[config.mk]
export PLATFORM = sky130hd
export DESIGN_NAME = dual_bank_intc
export DESIGN_NICKNAME = d
export VERILOG_FILES = /design/src/rtl/intc_pkg.sv /design/src/rtl/intc_pending.sv /design/src/rtl/intc_bank.sv /design/src/rtl/dual_bank_intc.sv
export SDC_FILE = /design/constraint.sdc
export NUM_CORES = 1
export LEC_CHECK = 0
export BUFFER_PORTS_ARGS = -buffer_cell sky130_fd_sc_hd__buf_4
export CAP_MARGIN = 20
export CORE_MARGIN = 4
export CORE_UTILIZATION = 30
export DETAILED_ROUTE_END_ITERATION = 10
export HOLD_SLACK_MARGIN = 0.06
export SLEW_MARGIN = 0
export SYNTH_ARGS = -nofsm -noshare
export SYNTH_HDL_FRONTEND = slang
export SYNTH_SLANG_ARGS = --single-unit
[constraint.sdc]
create_clock -name clk -period 1.81 [get_ports clk]
set_input_delay 0.0905 -clock clk [delete_from_list [all_inputs] [get_ports clk]]
set_output_delay 0.0905 -clock clk [all_outputs]
set_load 0.01 [all_outputs]
[src/rtl/intc_pkg.sv]
package intc_pkg;

   // register select codes inside one bank (word address bits 2:0)
   typedef enum logic [2:0] {
      SEL_SRC  = 3'd0,
      SEL_MASK = 3'd1,
      SEL_ACK  = 3'd2,
      SEL_KIND = 3'd3,
      SEL_POL  = 3'd4,
      SEL_STAT = 3'd5
   } intc_sel_e;

   localparam int unsigned INTC_BANKS  = 2;
   localparam int unsigned BANK_NORMAL = 0;
   localparam int unsigned BANK_FAST   = 1;

endpackage

[src/rtl/intc_pending.sv]
module intc_pending #(
   parameter int unsigned NUM_LINES = 32
) (
   input  logic                 clk,
   input  logic                 rst_n,
   input  logic [NUM_LINES-1:0] lines,
   input  logic [NUM_LINES-1:0] prev_lines,
   input  logic [NUM_LINES-1:0] kind,
   input  logic [NUM_LINES-1:0] pol,
   input  logic [NUM_LINES-1:0] ack,
   output logic [NUM_LINES-1:0] adj,
   output logic [NUM_LINES-1:0] pend
);

   for (genvar i = 0; i < NUM_LINES; i++) begin : g_line
      logic adj_now;
      logic adj_old;
      logic hit;
      logic latch_q;

      assign adj_now = lines[i] ^ pol[i];
      assign adj_old = prev_lines[i] ^ pol[i];
      assign hit     = adj_now & ~adj_old;

      // a new edge beats a same-cycle acknowledge
      always_ff @(posedge clk or negedge rst_n) begin
         if (!rst_n)
            latch_q <= 1'b0;
         else if (!kind[i])
            latch_q <= 1'b0;
         else
            latch_q <= hit | (latch_q & ~ack[i]);
      end

      assign adj[i]  = adj_now;
      assign pend[i] = kind[i] ? latch_q : adj_now;
   end

endmodule

[src/rtl/intc_bank.sv]
module intc_bank
   import intc_pkg::*;
#(
   parameter int unsigned NUM_LINES = 32
) (
   input  logic                 clk,
   input  logic                 rst_n,
   input  logic [NUM_LINES-1:0] lines,
   input  logic [NUM_LINES-1:0] prev_lines,
   input  logic                 wr_en,
   input  intc_sel_e            wr_sel,
   input  logic [NUM_LINES-1:0] wdata,
   output logic [NUM_LINES-1:0] src,
   output logic [NUM_LINES-1:0] mask,
   output logic [NUM_LINES-1:0] kind,
   output logic [NUM_LINES-1:0] pol,
   output logic [NUM_LINES-1:0] pend,
   output logic [NUM_LINES-1:0] status,
   output logic                 irq
);

   logic [NUM_LINES-1:0] mask_q, kind_q, pol_q, ack;

   always_ff @(posedge clk or negedge rst_n) begin
      if (!rst_n) begin
         mask_q <= '0;
         kind_q <= '0;
         pol_q  <= '0;
      end else if (wr_en) begin
         case (wr_sel)
            SEL_MASK: mask_q <= wdata;
            SEL_KIND: kind_q <= wdata;
            SEL_POL:  pol_q  <= wdata;
            default:  ;
         endcase
      end
   end

   assign ack = (wr_en && wr_sel == SEL_ACK) ? wdata : '0;

   intc_pending #(.NUM_LINES(NUM_LINES)) u_pending (
      .clk        (clk),
      .rst_n      (rst_n),
      .lines      (lines),
      .prev_lines (prev_lines),
      .kind       (kind_q),
      .pol        (pol_q),
      .ack        (ack),
      .adj        (src),
      .pend       (pend)
   );

   assign mask   = mask_q;
   assign kind   = kind_q;
   assign pol    = pol_q;
   assign status = pend & mask_q;
   assign irq    = |status;

endmodule

[src/rtl/dual_bank_intc.sv]
module dual_bank_intc
   import intc_pkg::*;
#(
   parameter int unsigned NUM_LINES = 32
) (
   input  logic                 clk,
   input  logic                 rst_n,
   input  logic                 bus_valid,
   input  logic                 bus_write,
   input  logic [3:0]           bus_waddr,
   input  logic [NUM_LINES-1:0] bus_wdata,
   output logic [NUM_LINES-1:0] bus_rdata,
   input  logic [NUM_LINES-1:0] irq_lines,
   output logic                 irq_norm,
   output logic                 irq_fast
);

   if (NUM_LINES < 1 || NUM_LINES > 32) begin : g_bad_width
      $error("dual_bank_intc: NUM_LINES must lie in 1..32");
   end

   localparam int unsigned BANK_BIT = 3;

   logic [NUM_LINES-1:0]                  prev_q;
   logic [INTC_BANKS-1:0][NUM_LINES-1:0]  bank_src, bank_mask, bank_kind;
   logic [INTC_BANKS-1:0][NUM_LINES-1:0]  bank_pol, bank_pend, bank_stat;
   logic [INTC_BANKS-1:0]                 bank_irq;
   intc_sel_e                             sel;
   logic                                  bsel;

   assign sel  = intc_sel_e'(bus_waddr[2:0]);
   assign bsel = bus_waddr[BANK_BIT];

   always_ff @(posedge clk or negedge rst_n) begin
      if (!rst_n) prev_q <= '0;
      else        prev_q <= irq_lines;
   end

   for (genvar b = 0; b < INTC_BANKS; b++) begin : g_bank
      logic wr_hit;
      assign wr_hit = bus_valid && bus_write && (bsel == 1'(b));

      intc_bank #(.NUM_LINES(NUM_LINES)) u_bank (
         .clk        (clk),
         .rst_n      (rst_n),
         .lines      (irq_lines),
         .prev_lines (prev_q),
         .wr_en      (wr_hit),
         .wr_sel     (sel),
         .wdata      (bus_wdata),
         .src        (bank_src[b]),
         .mask       (bank_mask[b]),
         .kind       (bank_kind[b]),
         .pol        (bank_pol[b]),
         .pend       (bank_pend[b]),
         .status     (bank_stat[b]),
         .irq        (bank_irq[b])
      );
   end

   always_comb begin
      bus_rdata = '0;
      case (sel)
         SEL_SRC:  bus_rdata = bank_src[bsel];
         SEL_MASK: bus_rdata = bank_mask[bsel];
         SEL_KIND: bus_rdata = bank_kind[bsel];
         SEL_POL:  bus_rdata = bank_pol[bsel];
         SEL_STAT: bus_rdata = bank_stat[bsel];
         default:  bus_rdata = '0;
      endcase
   end

   assign irq_norm = bank_irq[BANK_NORMAL];
   assign irq_fast = bank_irq[BANK_FAST];

endmodule

Word level (Yosys, flattened, before mapping)
Cells that the tools add are included.
Operators by class
  order comparisons: 1
  eq/ne operators: 5
  multiplexer cells: 141
  bitwise gates (word level): 451
  reduce and logical (&&, ||, !) cells: 14
Operator list (number)
  $mux 32: 12
  $pmux 32 s5: 1
  $not 1->1: 129
  $and 1x1->1: 128
  $mux 1: 128
  $xor 1x1->1: 128
  $and 32x32->32: 2
  $or 1x1->1: 64
  $reduce_or 32->1: 2
  $reduce_and 2->1: 6
  $eq 3x2->1 const B: 2
  $eq 3x3->1 const B: 2
  $logic_and 1x1->1: 5
  $eq 3x1->1 const B: 1
  $logic_not 3->1: 1
  $lt 1x2->1 const B: 1
Storage, ports and cells
  flip-flop bits (word level): 288
  bits of input ports: 72
  output and inout bits: 34
  logic and storage cells: 683

Logic depth before layout (Yosys ltp)
  depth in word-level cells: 8
  gate-level depth with buffers: 7
  depth with buffers taken out: 5

Hierarchy
Synthesis repeated with hierarchy kept, for this count alone.
Unflattened totals
  cells, all modules: 1450
  area total of the unflattened synthesis: 16923.7 um^2
Modules (own cells, without submodules)
  intc_bank: instances 2, cells each 287, area each 4072.7 um^2, sequential area each 2402.3 um^2
  intc_pending: instances 2, cells each 256, area each 2682.6 um^2, sequential area each 800.8 um^2
  dual_bank_intc: instances 1, cells each 364, area each 3413.3 um^2, sequential area each 800.8 um^2

Worst setup path after synthesis
Ideal clock, no wire load.
  path kind: input-to-output
  from: input port bus_waddr[3]
  to: output port bus_rdata[14]
  arrival time: 1502 ps
  data required time: 1719 ps
  slack: 217 ps
  stages on the path: 5
  path buffers: 2
  cells stage by stage: buf_2 -> buf_1 -> mux2_2 -> xor2_1 -> a221o_1
Between the ends
  word-level cells in the longest chain between the ends: 3
  elaborated cells on any way between the ends: 11
  those cells by class: 11 x mux
Ends and longest elaborated chain
  start, declared: RTL line dual_bank_intc.sv:10  | input logic [3:0] bus_waddr,
  $mux 32 (on tied branches) (2 in series)
  $pmux 32 s5 *: RTL line dual_bank_intc.sv:63  | case (sel)
  end, declared: RTL line dual_bank_intc.sv:12  | output logic [NUM_LINES-1:0] bus_rdata,
Every way passes the cells marked *; elsewhere a longest branch is shown, timed or not. The select of a mux whose other input is x is not followed.

Worst setup path in the final report
  from: register g_bank[0].u_bank.pol_q[9]
  to: output port irq_norm
Between the ends
  word-level cells in the longest chain between the ends: 4
Ends and longest elaborated chain
  start, declared: RTL line intc_bank.sv:22  | logic [NUM_LINES-1:0] mask_q, kind_q, pol_q, ack;
  start signal, assigned: RTL line intc_bank.sv:33  | SEL_POL: pol_q <= wdata;
  $xor 1x1->1: RTL line intc_pending.sv:21  | assign adj_now = lines[i] ^ pol[i];
  $mux 1: RTL line intc_pending.sv:36  | assign pend[i] = kind[i] ? latch_q : adj_now;
  $and 32x32->32: RTL line intc_bank.sv:56  | assign status = pend & mask_q;
  $reduce_or 32->1: RTL line intc_bank.sv:57  | assign irq = |status;
  end, declared: RTL line dual_bank_intc.sv:14  | output logic irq_norm,
Every way passes these cells.

==> results.cfg <==
[status]
status = complete, but fails checks
violations = setup timing

[routing]
drt-pass1-iter-count = 4
wl_per_cell_um = 19.9
wl_mm = 47.9
avgViaCountPerCell = 5.14
routed-via-count = 12300
drtAntennaViolNets = 0
drc = 0
dr.first_iter.drc_count = 747

[placement]
hpwl_mm = 31.2
numPortBuffers = 105
placed_cells = 2254
gp_congestion = 0.834
pre_cts_ws_ns = -0.135

[cells_and_area]
nNetsFinal = 1766
finalNonFillerCells = 2401
fillers = 4949
drive_gt1_frac = 0.328
syn2layout_area_growth_pct = 33.8

[global_routing]
grt_usage = 0.167
grt_max_degree = 71
antenna_found_initial = 4
gr-total-overflow = 0
grt_pass1_vias = 12600
grt_pass1_wl_mm = 74.2

[yosys]
ys_seq_area_frac = 0.460
post-synth-top-count-cell = dfrtp_1
ys_ff_latch = 288
ys.warnings.count = 0
synth-xor-area-share = 0.0537
async_flop_share = 1.00
syn_inst = 1408
synth_top_family_by_area = multiplexers
synth-simple-area-share = 0.127
synth_fa_ha_area_frac = 0
synth.top_cell.area_share = 0.460
ys_types = 30
ys.flop_type = dfrtp_1
synth_common_cells = dfrtp_1, mux2_2, nand2_1
synthesis.area_um2 = 15700
synth_enable_flop_cells = 0
synth_largest_area_cell = dfrtp_1
syn-num-nets = 1480
synth_mux_area_frac = 0.222
synth_area_leaders = dfrtp_1, mux2_2, mux2i_1
avgSynthCellArea_um2 = 11.1
synth_compound_area_frac = 0.112

[setup_path]
cp_max_fo = 2
crit_path_end_kind = output pin
reg2reg_setup_slack_ns = 0.63
path_class = reg2out
timing.rr.end = g_bank[0].u_bank.u_pending.g_line[8].latch_q
r2r-start = g_bank[0].u_bank.pol[8]
reg2reg_depth = 7
cp-startpoint = g_bank[0].u_bank.pol[9]
crit_arrival_ns = 2.28
start_kind = flip-flop
cp.required_ns = 1.72

[floorplanning]
coreArea_um2 = 51500
fp-row-count = 83
pin_count = 106
start_util = 0.304
die_y_um = 236
die_area_um2 = 55900
die_x_um = 236

[power]
power.density_nw_per_um2 = 1020
clkPwrFrac = 0.348
p_leak_nw = 9.21
intPower_mw = 15.1
seqPwrFrac = 0.391
swShare = 0.294
pwr-share-comb = 0.261
p_sw_mw = 6.31
irDropWorstVdd_mv = 0.563

[clock_network]
clk_pin_slew_ns = 0.06
htree_num_levels = 2
cts_buffers = 35
cts.sinks = 288
cts_max_path_buffers = 3
root_buffer = clkbuf_16
insertion_delay_ns = 0.55
cts_tree = built

[sta]
worst_slew_pin_slew_ns = 0.655
fmax_ghz = 0.422
hold_violations = 0
period_share = 1.31
rsz0062_at_grt = true
fin_skew_ns = 0.0249
setup_violations = 34
slew_headroom = 0.562
drv_slew = 0
fin_crit_ns = 2.37
worst_slack_ns = -0.561

[job]
maxCapViolCount = 0

[hold_path]
hold_start = irq_lines[29]
holdPathStages = 5
min_to = g_bank[1].u_bank.u_pending.g_line[29].latch_q
hp-class = in2reg
==> registers in the layout, indices dropped and copies added, names as in the netlist <==
name	count
g_bank.u_bank.mask	64
g_bank.u_bank.u_pending.g_line.latch_q	64
prev_q	32
g_bank.u_bank.pol	64
g_bank.u_bank.kind	64
==> kinds of logic after synthesis <==
kind of cell / count (synthesis)
flip-flops: 288
AND/OR/NAND/NOR: 360
multiplexers: 320
AO/OA/AOI/OAI: 256
XOR/XNOR: 96
buffers and inverters: 88
==> worst max path at each step <==
| stage | slack [ns] | to | cells after the start |
|---|---|---|---|
| after floorplan | 0.22 | bus_rdata[14] | 5 |
| after global placement | -0.13 | irq_fast | 7 |
| after detailed placement | -0.14 | irq_norm | 7 |
| after CTS | -0.62 | irq_norm | 8 |
| after global routing | -0.71 | irq_norm | 7 |
| final | -0.56 | irq_norm | 7 |
==> cells in the final DEF, fill, tap and decap left out, types with 32 or more instances in the layout <==
cell	netlist	final
dfrtp_1	288	288
mux2_2	209	183
buf_4	3	167
nand2_1	131	126
nand2b_1	97	97
mux2i_1	96	96
xor2_1	96	95
dlygate4sd3_1	0	72
buf_6	0	70
a21oi_1	66	66
nor2b_1	65	65
o211ai_1	64	64
clkbuf_16	0	36
nand3b_1	32	32
a221o_1	32	32
==> per-stage QoR <==
step	area (um2)	util	TNS [ns]	total power [mW]	hold slack, ns
after floorplan	15700	-	0	11.2	-0.205
after global placement	18500	0.358	-0.259	13.3	-0.0520
after detailed placement	18500	0.358	-0.276	13.4	-0.0524
after CTS	20900	0.405	-11.21	21.6	0.0659
after global routing	21000	0.407	-12.74	22.5	0.102
final	21000	0.407	-10.37	21.4	0.0715
==> routing by layer <==
metal / GRT usage / vias to the layer above / wire (um)
li1: - / 5707 / -
met1: 0.235 / 6254 / 22700
met2: 0.261 / 281 / 21700
met3: 0.0310 / 85 / 2170
met4: 0.0515 / 4 / 1240
met5: 0 / - / 27
==> timing repair <==
item                                    in CTS  in global routing
pin swaps                                   39                  8
resized for setup                          103                 13
cloned                                       0                  0
endpoints found under the setup margin      34                 34
endpoints found under the hold margin      576                  0
hold buffers                                72                  0
buffers inserted                            12                  2
==> power by group through the flow <==
stage | Clock, mW | Combinational (mW) | Sequential [mW]
after floorplan | 0 | 2.90 | 8.32
after global placement | 0 | 4.91 | 8.41
after detailed placement | 0 | 5.00 | 8.44
after CTS | 7.64 | 5.54 | 8.37
after global routing | 7.89 | 6.07 | 8.53
final | 7.46 | 5.58 | 8.38
==> critical path: stages, from the launching register on <==
cell	delay, ns
dfrtp_1	0.40
xor2_1	0.15
o211ai_1	0.27
nand4_1	0.23
nor4_2	0.33
buf_4	0.17
nand2_4	0.07
buf_6	0.12
==> area by class of cell <==
cell class / instances / area (um2) / area share
well taps: 680 / 851 / 0.0406
clock buffers: 48 / 1030 / 0.0490
multi-input cells: 1032 / 8350 / 0.399
repair buffers: 337 / 3320 / 0.158
clock inverters: 15 / 200 / 0.00955
diodes: 1 / 2.50 / 0.000119
flip-flops and latches: 288 / 7210 / 0.344
No activity file was read; power rests on OpenSTA's default activity.
